[config.mk]
export PLATFORM = sky130hd
export DESIGN_NAME = exc_entry_seq
export DESIGN_NICKNAME = d
export VERILOG_FILES = /design/src/rtl/exc_seq_pkg.sv /design/src/rtl/exc_vec_sel.sv /design/src/rtl/exc_sr_gen.sv /design/src/rtl/exc_seq_fsm.sv /design/src/rtl/exc_entry_seq.sv
export SDC_FILE = /design/constraint.sdc
export NUM_CORES = 1
export LEC_CHECK = 0
export ABC_AREA = 1
export BUFFER_PORTS_ARGS = -buffer_cell sky130_fd_sc_hd__buf_2
export CAP_MARGIN = 10
export CORE_MARGIN = 2
export CORE_UTILIZATION = 30
export CTS_CLUSTER_DIAMETER = 150
export DETAILED_ROUTE_END_ITERATION = 7
export MAX_ROUTING_LAYER = met4
export PLACE_DENSITY_LB_ADDON = 0.08
export SLEW_MARGIN = 5
export SYNTH_ARGS = -nofsm -noshare
export SYNTH_HDL_FRONTEND = slang
export SYNTH_SLANG_ARGS = --single-unit
[constraint.sdc]
create_clock -name clk_i -period 2.3 [get_ports clk_i]
set_input_delay 0.46 -clock clk_i [delete_from_list [all_inputs] [get_ports clk_i]]
set_output_delay 0.46 -clock clk_i [all_outputs]
set_load 0.05 [all_outputs]
[src/rtl/exc_seq_pkg.sv]
package exc_seq_pkg;
  typedef enum logic [2:0] {
    ST_IDLE, ST_RD_SP, ST_RD_PC, ST_WR_PC, ST_WR_SR, ST_RD_VEC, ST_RD_UNINIT, ST_DONE
  } seq_state_e;

  localparam int SR_T1      = 15;
  localparam int SR_T0      = 14;
  localparam int SR_SUP     = 13;
  localparam int SR_MASK_LO = 8;
  localparam int SR_MASK_W  = 3;

  localparam int VEC_ILLEGAL = 4;
  localparam int VEC_LINE_A  = 10;
  localparam int VEC_LINE_F  = 11;
  localparam int VEC_UNINIT  = 15;
endpackage

[src/rtl/exc_vec_sel.sv]
module exc_vec_sel
  import exc_seq_pkg::*;
#(
  parameter int VW  = 8,
  parameter int OPW = 16
) (
  input  logic           exc_req_i,
  input  logic [VW-1:0]  exc_vec_i,
  input  logic           ill_req_i,
  input  logic [OPW-1:0] ill_opcode_i,
  output logic           go_o,
  output logic [VW-1:0]  vec_o
);
  localparam int TOP = OPW - 4;

  logic [VW-1:0] ill_vec;

  always_comb begin
    unique case (ill_opcode_i[OPW-1:TOP])
      4'hF:    ill_vec = VW'(VEC_LINE_F);
      4'hA:    ill_vec = VW'(VEC_LINE_A);
      default: ill_vec = VW'(VEC_ILLEGAL);
    endcase
  end

  assign go_o  = exc_req_i | ill_req_i;
  assign vec_o = exc_req_i ? exc_vec_i : ill_vec;
endmodule

[src/rtl/exc_sr_gen.sv]
module exc_sr_gen
  import exc_seq_pkg::*;
#(
  parameter int SRW        = 16,
  parameter int RESET_MASK = 7
) (
  input  logic [SRW-1:0] sr_i,
  output logic [SRW-1:0] exc_sr_o,
  output logic [SRW-1:0] rst_sr_o
);
  always_comb begin
    exc_sr_o         = sr_i;
    exc_sr_o[SR_T1]  = 1'b0;
    exc_sr_o[SR_T0]  = 1'b0;
    exc_sr_o[SR_SUP] = 1'b1;

    rst_sr_o         = '0;
    rst_sr_o[SR_SUP] = 1'b1;
    rst_sr_o[SR_MASK_LO +: SR_MASK_W] = SR_MASK_W'(RESET_MASK);
  end
endmodule

[src/rtl/exc_seq_fsm.sv]
module exc_seq_fsm
  import exc_seq_pkg::*;
#(
  parameter int AW      = 32,
  parameter int DW      = 32,
  parameter int VW      = 8,
  parameter int SRW     = 16,
  parameter int SP_ADDR = 0,
  parameter int PC_ADDR = 4
) (
  input  logic           clk_i,
  input  logic           rst_ni,
  input  logic           rst_req_i,
  input  logic           exc_go_i,
  input  logic [VW-1:0]  vec_i,
  input  logic [AW-1:0]  pc_i,
  input  logic [SRW-1:0] sr_i,
  input  logic [AW-1:0]  sp_i,
  input  logic [SRW-1:0] exc_sr_i,
  input  logic [SRW-1:0] rst_sr_i,
  output logic           mem_req_o,
  output logic           mem_we_o,
  output logic           mem_size_o,
  output logic [AW-1:0]  mem_addr_o,
  output logic [DW-1:0]  mem_wdata_o,
  input  logic [DW-1:0]  mem_rdata_i,
  input  logic           mem_ack_i,
  output logic           busy_o,
  output logic           done_o,
  output logic [AW-1:0]  new_pc_o,
  output logic [AW-1:0]  new_sp_o,
  output logic [SRW-1:0] new_sr_o
);
  localparam int          VPAD      = AW - VW - 2;
  localparam logic [AW-1:0] LONG_B  = AW'(4);
  localparam logic [AW-1:0] WORD_B  = AW'(2);
  localparam logic [AW-1:0] UNINIT_A = AW'(VEC_UNINIT * 4);

  seq_state_e     state_q, state_d;
  logic [AW-1:0]  pc_q, sp_q;
  logic [SRW-1:0] sr_q, old_sr_q;
  logic [VW-1:0]  vec_q;
  logic           acc;

  assign acc = mem_req_o & mem_ack_i;

  always_comb begin
    mem_req_o   = 1'b0;
    mem_we_o    = 1'b0;
    mem_size_o  = 1'b1;
    mem_addr_o  = '0;
    mem_wdata_o = '0;
    state_d     = state_q;
    unique case (state_q)
      ST_IDLE: begin
        if (rst_req_i)     state_d = ST_RD_SP;
        else if (exc_go_i) state_d = ST_WR_PC;
      end
      ST_RD_SP: begin
        mem_req_o  = 1'b1;
        mem_addr_o = AW'(SP_ADDR);
        if (mem_ack_i) state_d = ST_RD_PC;
      end
      ST_RD_PC: begin
        mem_req_o  = 1'b1;
        mem_addr_o = AW'(PC_ADDR);
        if (mem_ack_i) state_d = ST_DONE;
      end
      ST_WR_PC: begin
        mem_req_o   = 1'b1;
        mem_we_o    = 1'b1;
        mem_addr_o  = sp_q - LONG_B;
        mem_wdata_o = DW'(pc_q);
        if (mem_ack_i) state_d = ST_WR_SR;
      end
      ST_WR_SR: begin
        mem_req_o   = 1'b1;
        mem_we_o    = 1'b1;
        mem_size_o  = 1'b0;
        mem_addr_o  = sp_q - WORD_B;
        mem_wdata_o = DW'(old_sr_q);
        if (mem_ack_i) state_d = ST_RD_VEC;
      end
      ST_RD_VEC: begin
        mem_req_o  = 1'b1;
        mem_addr_o = {{VPAD{1'b0}}, vec_q, 2'b00};
        if (mem_ack_i) state_d = (mem_rdata_i == '0) ? ST_RD_UNINIT : ST_DONE;
      end
      ST_RD_UNINIT: begin
        mem_req_o  = 1'b1;
        mem_addr_o = UNINIT_A;
        if (mem_ack_i) state_d = ST_DONE;
      end
      ST_DONE: state_d = ST_IDLE;
      default: state_d = ST_IDLE;
    endcase
  end

  always_ff @(posedge clk_i or negedge rst_ni) begin
    if (!rst_ni) begin
      state_q  <= ST_IDLE;
      pc_q     <= '0;
      sp_q     <= '0;
      sr_q     <= '0;
      old_sr_q <= '0;
      vec_q    <= '0;
    end else begin
      state_q <= state_d;
      unique case (state_q)
        ST_IDLE: begin
          if (rst_req_i) begin
            sr_q <= rst_sr_i;
          end else if (exc_go_i) begin
            pc_q     <= pc_i;
            sp_q     <= sp_i;
            old_sr_q <= sr_i;
            sr_q     <= exc_sr_i;
            vec_q    <= vec_i;
          end
        end
        ST_RD_SP:     if (acc) sp_q <= AW'(mem_rdata_i);
        ST_RD_PC:     if (acc) pc_q <= AW'(mem_rdata_i);
        ST_WR_PC:     if (acc) sp_q <= sp_q - LONG_B;
        ST_WR_SR:     if (acc) sp_q <= sp_q - WORD_B;
        ST_RD_VEC:    if (acc && mem_rdata_i != '0) pc_q <= AW'(mem_rdata_i);
        ST_RD_UNINIT: if (acc) pc_q <= AW'(mem_rdata_i);
        default: ;
      endcase
    end
  end

  assign busy_o   = (state_q != ST_IDLE);
  assign done_o   = (state_q == ST_DONE);
  assign new_pc_o = pc_q;
  assign new_sp_o = sp_q;
  assign new_sr_o = sr_q;
endmodule

[src/rtl/exc_entry_seq.sv]
module exc_entry_seq #(
  parameter int AW         = 32,
  parameter int DW         = 32,
  parameter int VW         = 8,
  parameter int OPW        = 16,
  parameter int SRW        = 16,
  parameter int RESET_MASK = 7,
  parameter int SP_ADDR    = 0,
  parameter int PC_ADDR    = 4
) (
  input  logic           clk_i,
  input  logic           rst_ni,
  input  logic           rst_req_i,
  input  logic           exc_req_i,
  input  logic [VW-1:0]  exc_vec_i,
  input  logic           ill_req_i,
  input  logic [OPW-1:0] ill_opcode_i,
  input  logic [AW-1:0]  pc_i,
  input  logic [SRW-1:0] sr_i,
  input  logic [AW-1:0]  sp_i,
  output logic           mem_req_o,
  output logic           mem_we_o,
  output logic           mem_size_o,
  output logic [AW-1:0]  mem_addr_o,
  output logic [DW-1:0]  mem_wdata_o,
  input  logic [DW-1:0]  mem_rdata_i,
  input  logic           mem_ack_i,
  output logic           busy_o,
  output logic           done_o,
  output logic [AW-1:0]  new_pc_o,
  output logic [AW-1:0]  new_sp_o,
  output logic [SRW-1:0] new_sr_o
);
  logic           exc_go;
  logic [VW-1:0]  vec;
  logic [SRW-1:0] exc_sr, rst_sr;

  exc_vec_sel #(.VW(VW), .OPW(OPW)) u_vec (
    .exc_req_i    (exc_req_i),
    .exc_vec_i    (exc_vec_i),
    .ill_req_i    (ill_req_i),
    .ill_opcode_i (ill_opcode_i),
    .go_o         (exc_go),
    .vec_o        (vec)
  );

  exc_sr_gen #(.SRW(SRW), .RESET_MASK(RESET_MASK)) u_sr (
    .sr_i     (sr_i),
    .exc_sr_o (exc_sr),
    .rst_sr_o (rst_sr)
  );

  exc_seq_fsm #(
    .AW(AW), .DW(DW), .VW(VW), .SRW(SRW), .SP_ADDR(SP_ADDR), .PC_ADDR(PC_ADDR)
  ) u_fsm (
    .clk_i       (clk_i),
    .rst_ni      (rst_ni),
    .rst_req_i   (rst_req_i),
    .exc_go_i    (exc_go),
    .vec_i       (vec),
    .pc_i        (pc_i),
    .sr_i        (sr_i),
    .sp_i        (sp_i),
    .exc_sr_i    (exc_sr),
    .rst_sr_i    (rst_sr),
    .mem_req_o   (mem_req_o),
    .mem_we_o    (mem_we_o),
    .mem_size_o  (mem_size_o),
    .mem_addr_o  (mem_addr_o),
    .mem_wdata_o (mem_wdata_o),
    .mem_rdata_i (mem_rdata_i),
    .mem_ack_i   (mem_ack_i),
    .busy_o      (busy_o),
    .done_o      (done_o),
    .new_pc_o    (new_pc_o),
    .new_sp_o    (new_sp_o),
    .new_sr_o    (new_sr_o)
  );
endmodule

; Word-level counts from Yosys, hierarchy flattened
; Index checks and enable logic that the tools add are counted.
[classes]
bitwise_logic = 3
reduce_logical = 16
n_mux = 28
addsub = 2
n_eq_ne = 22
[ops]
columns = op, n
row1 = $mux 32, 8
row2 = $pmux 32 s5, 1
row3 = $pmux 32 s4, 1
row4 = $pmux 32 s3, 1
row5 = $pmux 32 s2, 1
row6 = $logic_not 32->1, 1
row7 = $mux 16, 2
row8 = $reduce_bool 32->1, 1
row9 = $sub 32x2->32 const B, 1
row10 = $sub 32x3->32 const B, 1
row11 = $mux 3, 7
row12 = $pmux 3 s7, 1
row13 = $eq 3x3->1 const B, 4
row14 = $ne 2x1->1 const B, 6
row15 = $ne 2x2->1 const B, 6
row16 = $reduce_and 6->1, 2
row17 = $eq 4x4->1 const B, 2
row18 = $mux 8, 1
row19 = $pmux 4 s2, 1
row20 = $eq 3x2->1 const B, 2
row21 = $reduce_bool 3->1, 2
row22 = $reduce_or 6->1, 1
row23 = $reduce_and 5->1, 1
row24 = $mux 1, 4
row25 = other kinds (12), 13
[totals]
out_inout_bits = 149
in_bits = 142
word_cells = 77
register_bits = 107

; Depth between registers and ports, before layout
; Gate-level depths: netlist of run 1.
[logic_depth]
word_depth = 7
ltp_mapped = 12
ltp_nobuf = 12

; Hierarchy
; A second synthesis of run 1 with hierarchy kept.
[unflattened]
hier_cells = 1191
area_unflattened_um2 = 7872.6
[modules_own_cells]
columns = mod, seq_area_each_um2, n_inst, cells_each, area_each_um2
row1 = exc_seq_fsm, 2677.6, 1, 1129, 7499.7
row2 = exc_sr_gen, 0.0, 1, 34, 247.7
row3 = exc_vec_sel, 0.0, 1, 28, 125.1

; Worst setup path after synthesis of run 1
; No wires, ideal clock.
[synth_timing]
path_type = register to output
from = register u_fsm.state_q[1]
to = output mem_wdata_o[0]
required_time_ns = 1.840
t_arrival_ns = 2.477
path_buffers = 2
slack_ns = -0.637
stages_incl_launch_ff = 6
path_cell_list = dfrtp_1 -> nor2_1 -> nand2_1 -> clkbuf_1 -> clkbuf_1 -> o21ai_0
[synth_via]
elab_chain_cells = 2
word_cells_on_any_way = 3
cone_classes = eq/ne: 2 / mux: 1
[synth_lines]
columns = element, line
row1 = start: declaration, exc_seq_fsm.sv:39  ; seq_state_e state_q, state_d;
row2 = start signal: assignment, exc_seq_fsm.sv:108  ; state_q <= state_d;
row3 = $eq 3x3->1 or $eq 3x2->1 (tied branches), exc_seq_fsm.sv:54  ; unique case (state_q)
row4 = $pmux 32 s2 (*), exc_seq_fsm.sv:54
row5 = end: declaration, exc_entry_seq.sv:25  ; output logic [DW-1:0] mem_wdata_o,
; Mark *: on every way between the ends. The rest lies on a longest branch, timed or not.

; Worst setup path after layout of run 1
[layout_timing]
from = register u_fsm.sp_q[3] (netlist: u_fsm.new_sp_o[3])
to = output mem_addr_o[27]
[layout_via]
elab_chain_cells = 2
word_cells_on_any_way = 3
cone_classes = add/sub: 2 / mux: 1
[layout_lines]
columns = element, line
row1 = start: declaration, exc_seq_fsm.sv:40  ; logic [AW-1:0] pc_q, sp_q;
row2 = start signal: assignment, exc_seq_fsm.sv:115  ; sp_q <= sp_i;
row3 = start signal: assignment, exc_seq_fsm.sv:121  ; ST_RD_SP: if (acc) sp_q <= AW'(mem_rdata_i);
row4 = start signal: assignment, exc_seq_fsm.sv:123  ; ST_WR_PC: if (acc) sp_q <= sp_q - LONG_B;
row5 = $sub 32x2->32 or $sub 32x3->32 (tied branches), "exc_seq_fsm.sv:80, exc_seq_fsm.sv:72"
row6 = $pmux 32 s5 (*), exc_seq_fsm.sv:54
row7 = end: declaration, exc_entry_seq.sv:24  ; output logic [AW-1:0] mem_addr_o,
; Marked as above.

==> flow_metrics.py, run 1 <==
metrics = {
    "die": {
        "die-area_um2": 25500,
        "start_util_pct": 30.7,
        "die_y_um": 160,
        "coreArea_um2": 23600,
        "placementRows": 56,
        "io_pins": 291,
        "die_w_um": 160,
    },
    "job": {
        "maxCapViolations": 0,
    },
    "run_status": {
        "status": "complete, but fails checks",
        "violations": "negative setup slack",
    },
    "cells_and_area": {
        "final_nets": 1684,
        "seq_area_um2": 2640,
        "multi_input_area_um2": 4620,
        "drive_gt1_share_pct": 43.1,
        "final_common_cell": "nand2_1",
        "final_cell_mix": "nand2_1, buf_2, nor2_1",
        "final_area_um2": 11500,
        "stdcell_count": 1874,
        "num-fill-cells": 2501,
        "syn2layout_area_growth_pct": 59.0,
    },
    "synth": {
        "ys_seq_area_share_pct": 36.2,
        "synth_cell_type_count": 33,
        "ys_seq_elements": 105,
        "synth_area_um2": 7260,
        "synth_cells": 1160,
        "syn_area_per_cell_um2": 6.26,
        "synth_warnings": 0,
    },
    "route": {
        "vias_per_cell": 4.76,
        "dr_total_vias": 8916,
        "route.detailed.drc": 0,
        "drt-pass1-iter-count": 6,
        "drt_iter0_drc": 586,
        "final_antenna_net_count": 0,
        "wirelength_um": 31500,
        "routedWlPerCell_um": 16.8,
    },
    "placed_design": {
        "place_area_um2": 9790,
        "dp_cells": 1795,
        "gp_congestion": 0.892,
        "dp_hpwl_um": 23800,
        "port_buffers": 276,
    },
    "sta": {
        "max_slew_margin_pct": 64.9,
        "drv_slew": 0,
        "finalHoldViolCount": 0,
        "max_freq_mhz": 405,
        "fin_ws_ns": -0.167,
        "post-route-period-util_pct": 107,
        "worst_pin_slew_ns": 0.521,
        "setup_violations": 29,
        "finalCriticalPeriod_ns": 2.47,
        "finClkSkew_ns": 0.0213,
        "rsz0062_at_grt": "yes",
    },
    "global_route": {
        "grt.met2_usage_pct": 39.8,
        "grt_pass1_vias": 8589,
        "grt_util_met1_pct": 31.6,
        "grt_max_degree": 45,
        "antenna_found_initial": 10,
        "track_usage_pct": 24.9,
        "busiest_layer": "met2",
        "overflow": 0,
        "grtUsageMet3_pct": 5.42,
        "grt_pass1_wl_um": 48200,
    },
    "pwr": {
        "cellPowerDensity_nw_per_um2": 1780,
        "p_leak_nw": 6.07,
        "ir_drop_v": 0.00105,
    },
    "clock_tree": {
        "clock-root-buffer": "clkbuf_16",
        "clkTransAtPathRegs_ns": 0.09,
        "cts.path.max_buffers": 2,
        "htree_levels": 3,
        "clkLatencyLatePin_ns": 0.38,
        "cts_made_buffers": 9,
        "tritoncts": "done",
        "cts.sinks": 105,
    },
    "critical_path": {
        "cp-start-kind": "flip-flop",
        "crit_type": "flip-flop to output pin",
        "crit_required_ns": 1.84,
        "crit_arrival_ns": 2.01,
        "worst-path-max-fanout": 5,
        "critPathCaptureType": "output pin",
    },
    "min_path": {
        "min_path_type": "input port to flip-flop",
    },
}
## cells in the mapped netlist, drive strengths merged
cell type,instances,area (um2)
a211o,1,8.76
a21oi,41,205
a22oi,4,30.0
a31oi,1,21.3
a41oi,2,17.5
buf,27,174
clkbuf,18,67.6
conb,1,3.75
dfrtp,105,2630
ha,2,25.0
inv,154,578
mux2,9,101
nand2,351,1330
nand3,125,626
nand3b,7,52.6
nand4,5,31.3
nor2,172,663
nor3,1,5.00
o211ai,4,30.0
o21ai,122,614
o21bai,1,7.51
o22ai,3,18.8
or2,3,18.8
xor2,1,8.76
## sequential cells by signal, indices dropped and copies added, names as in the netlist
signal / flops
u_fsm.new_pc_o: 32
u_fsm.state_q: 3
u_fsm.vec_q: 8
u_fsm.new_sr_o: 14
u_fsm.old_sr_q: 16
u_fsm.new_sp_o: 32
## layout make-up
type | count | area share, %
diodes | 10 | 0.217
clock buffers | 9 | 1.95
multi-input cells | 857 | 40.0
inverters | 154 | 5.23
flip-flops and latches | 105 | 22.9
repair buffers | 413 | 25.4
well taps | 319 | 3.46
clock inverters | 7 | 0.813
## report_power, final
group	internal, mW	total [mW]	switching, mW	leakage [nW]
registers	2.81	3.73	0.914	1.26
clock network	0.795	1.71	0.912	0.154
logic	4.90	15.2	10.3	4.65
## worst max-delay path: stages (launching register included)
cell     delay, ns
dfrtp_2       0.41
buf_6         0.13
nor2_4        0.15
nand2_2       0.09
nor2_2        0.12
buf_6         0.15
nand2_1       0.07
o21ai_1       0.16
nand3_1       0.13
nand2_2       0.10
buf_8         0.14
## path summary, 6_finish.rpt
check	from	to	slack, ns	depth (start not counted)
hold / removal	sr_i[5]	u_fsm.new_sr_o[5]$_DFFE_PN0P_	0.29	3
max in group asynchronous	rst_ni	u_fsm.old_sr_q[12]$_DFFE_PN0P_	1.11	3
min in group asynchronous	rst_ni	u_fsm.new_sp_o[23]$_DFFE_PN0P_	0.54	2
setup reg to reg	u_fsm.new_sp_o[2]$_DFFE_PN0P_	u_fsm.new_sp_o[28]$_DFFE_PN0P_	-0.14	18
setup / recovery	u_fsm.new_sp_o[3]$_DFFE_PN0P_	mem_addr_o[27]	-0.17	10
hold reg to reg	u_fsm.new_sr_o[3]$_DFFE_PN0P_	u_fsm.new_sr_o[3]$_DFFE_PN0P_	0.48	2
## per-layer routing
layer / routed length (um) / vias up
li1: - / 4458
met1: 13700 / 4133
met2: 15000 / 289
met3: 2010 / 36
met4: 726 / 0
met5: 0 / -
## cells by family (layout without fill, tap and decap cells)
logic type | count (synthesis) | in the layout | synth area share (%)
simple gates | 664 | 664 | 37.5
fa+ha+maj | 2 | 2 | 0.345
flops | 105 | 105 | 36.2
buf+inv | 199 | 583 | 11.3
other cells | 1 | 12 | 0.0516
mux | 9 | 9 | 1.40
xor+xnor | 1 | 1 | 0.121
compound gates | 179 | 179 | 13.1
## metrics by stage
stage,total power [mW],util [%],hold slack (ns),setup slack [ns],setup TNS (ns)
finish,20.6,48.9,0.293,-0.167,-2.86
floorplan,12.8,-,0.164,-0.155,-1.08
global route,22.0,48.9,0.302,-0.251,-5.88
detailed placement,17.0,41.5,0.389,-0.0805,-0.235
global placement,17.0,41.5,0.385,-0.0269,-0.0336
CTS,19.9,46.4,0.281,-0.161,-3.30
## what timing repair did
action	4_1_cts	5_1_grt
pin swaps	33	50
hold endpoints to repair	5	0
gates cloned	1	0
setup buffers	36	17
resized for setup	195	133
setup endpoints to repair	31	54
hold buffers	1	0
No activity file was read; power rests on OpenSTA's default activity.
==> run 2, diff against run 1 <==
- BUFFER_PORTS_ARGS: -buffer_cell sky130_fd_sc_hd__buf_2 -> default
- DONT_BUFFER_PORTS: default -> 1
==> run 2 against run 1 <==
  * The flow finishes with violations (negative hold slack, negative setup slack)
  * Cell count shrank 9.9%
  * Count of clock-buffer cells in the layout did not move
  * Clock power barely moved
  * Worst hold slack lost 0.52 ns
  * Power is 1.7% higher
  * Largest cell class unchanged
==> flow_metrics.py, run 2 (synthesis results as in run 1) <==
metrics = {
    "run_status": {
        "status": "complete, but fails checks",
        "violations": "negative hold slack, negative setup slack",
    },
    "critical_path": {
        "worst-path-max-fanout": 5,
        "crit_arrival_ns": 2.00,
        "crit_required_ns": 1.84,
        "worstRegToRegCells": 16,
        "critPathCaptureType": "output pin",
        "cp-start-kind": "flip-flop",
        "crit_type": "flip-flop to output pin",
    },
    "clock_tree": {
        "cts_made_buffers": 9,
        "tritoncts": "done",
        "clock-root-buffer": "clkbuf_16",
        "htree_levels": 3,
        "clkTransAtPathRegs_ns": 0.09,
        "clkLatencyLatePin_ns": 0.37,
        "cts.sinks": 105,
        "cts.path.max_buffers": 2,
    },
    "die": {
        "start_util_pct": 30.7,
        "coreArea_um2": 23600,
        "die_w_um": 160,
        "io_pins": 291,
        "die_y_um": 160,
        "placementRows": 56,
        "die-area_um2": 25500,
    },
    "route": {
        "drt-pass1-iter-count": 5,
        "vias_per_cell": 4.87,
        "route.detailed.drc": 0,
        "wirelength_um": 30800,
        "dr_total_vias": 8227,
        "routedWlPerCell_um": 18.2,
        "drt_iter0_drc": 569,
        "final_antenna_net_count": 0,
    },
    "global_route": {
        "grt_max_degree": 106,
        "grt_pass1_vias": 8264,
        "antenna_found_initial": 2,
        "overflow": 0,
        "track_usage_pct": 24.5,
        "grt_pass1_wl_um": 47200,
    },
    "pwr": {
        "ir_drop_v": 0.000945,
        "cellPowerDensity_nw_per_um2": 1920,
        "p_leak_nw": 5.44,
    },
    "placed_design": {
        "place_area_um2": 9340,
        "gp_congestion": 0.920,
        "port_buffers": 0,
        "dp_hpwl_um": 22900,
        "dp_slack_ns": -0.0563,
    },
    "sta": {
        "max_freq_mhz": 406,
        "worst_pin_slew_ns": 0.562,
        "finalCriticalPeriod_ns": 2.46,
        "post-route-period-util_pct": 107,
        "finClkSkew_ns": 0.0147,
        "holdWs_ns": -0.224,
        "rsz0062_at_grt": "yes",
        "finalHoldViolCount": 105,
        "max_slew_margin_pct": 62.5,
        "drv_slew": 0,
        "timing.setup.tns_ns": -2.51,
        "setup_violations": 27,
        "fin_ws_ns": -0.163,
    },
    "cells_and_area": {
        "fin_util_pct": 46.1,
        "drive_gt1_share_pct": 35.2,
        "syn2layout_area_growth_pct": 49.9,
        "final_cell_mix": "nand2_1, buf_4, inv_1",
        "num-fill-cells": 2488,
        "final_nets": 1507,
        "final_area_um2": 10900,
        "final_common_cell": "nand2_1",
    },
    "job": {
        "maxCapViolations": 0,
    },
    "min_path": {
        "min_path_type": "input port to asynchronous set/reset pin",
    },
}
run 2: cell types whose count changed in the layout (fill, tap and decap cells not counted), sizes merged:
cell | previous run | this run
buf | 410 | 234
bufbuf | 1 | 0
clkinv | 4 | 6
diode | 10 | 2
dlygate4sd3 | 1 | 0
inv | 156 | 155
run 2: path summary, 6_finish.rpt:
check                                                    from                              to  slack [ns]
worst min register to register     u_fsm.vec_q[0]$_DFFE_PN0P_      u_fsm.vec_q[0]$_DFFE_PN0P_        0.50
worst max register to register  u_fsm.new_sp_o[3]$_DFFE_PN0P_  u_fsm.new_sp_o[26]$_DFFE_PN0P_        0.12
max in group asynchronous                              rst_ni  u_fsm.new_sp_o[18]$_DFFE_PN0P_        2.16
min in group clk_i                                   sr_i[13]  u_fsm.old_sr_q[13]$_DFFE_PN0P_        0.21
worst max-delay path            u_fsm.new_sp_o[6]$_DFFE_PN0P_                  mem_addr_o[25]       -0.16
worst min-delay path                                   rst_ni  u_fsm.new_sp_o[23]$_DFFE_PN0P_       -0.22
run 2: metal layers:
metal	GRT usage (%)	vias up	routed length (um)
met3	6.41	32	2310
met4	7.36	0	697
li1	-	4084	-
met1	29.6	3851	13100
met2	40.1	260	14700
met5	-	-	0
run 2: timing repair:
item | in CTS | in global routing
resized for setup | 188 | 74
pin swaps | 50 | 26
setup buffers | 47 | 11
setup endpoints to repair | 40 | 53
gates cloned | 2 | 0
endpoints found under the hold margin | 105 | 105
run 2: stage by stage:
step | instances | hold WS, ns | total power, mW
global placement | 1617 | 0.168 | 17.5
floorplan | 1161 | 0.164 | 12.8
global route | 1689 | -0.237 | 22.4
finish | 1689 | -0.224 | 20.9
CTS | 1682 | -0.234 | 20.7
detailed placement | 1617 | 0.169 | 17.6
run 2: critical path, stage by stage, from the launching register on:
cell and delay (ns):
dfrtp_2 0.48, nor2_4 0.15, nand2_2 0.10, nor2_1 0.12
buf_4 0.19, nand2_4 0.09, inv_4 0.07, nand2_1 0.04
nand2_1 0.08, nand3_2 0.07, nand2_2 0.09, buf_12 0.14
run 2: layout make-up:
cell class	instances	area, um2	share of cell area, %
Antenna cell	2	5.00	0.0460
Clock buffer	9	225	2.07
Clock inverter	7	93.8	0.862
Inverter	154	596	5.47
Multi-Input combinational cell	857	4610	42.3
Sequential cell	105	2650	24.4
Tap cell	319	399	3.67
Timing Repair Buffer	235	2300	21.1
Timing Repair inverter	1	7.51	0.0690
run 2: report_power, final:
| group | total, mW | internal, mW | switching [mW] |
|---|---|---|---|
| Combinational | 14.9 | 5.29 | 9.63 |
| Sequential | 4.32 | 2.80 | 1.52 |
| Clock | 1.71 | 0.790 | 0.917 |
| Total | 20.9 | 8.89 | 12.1 |
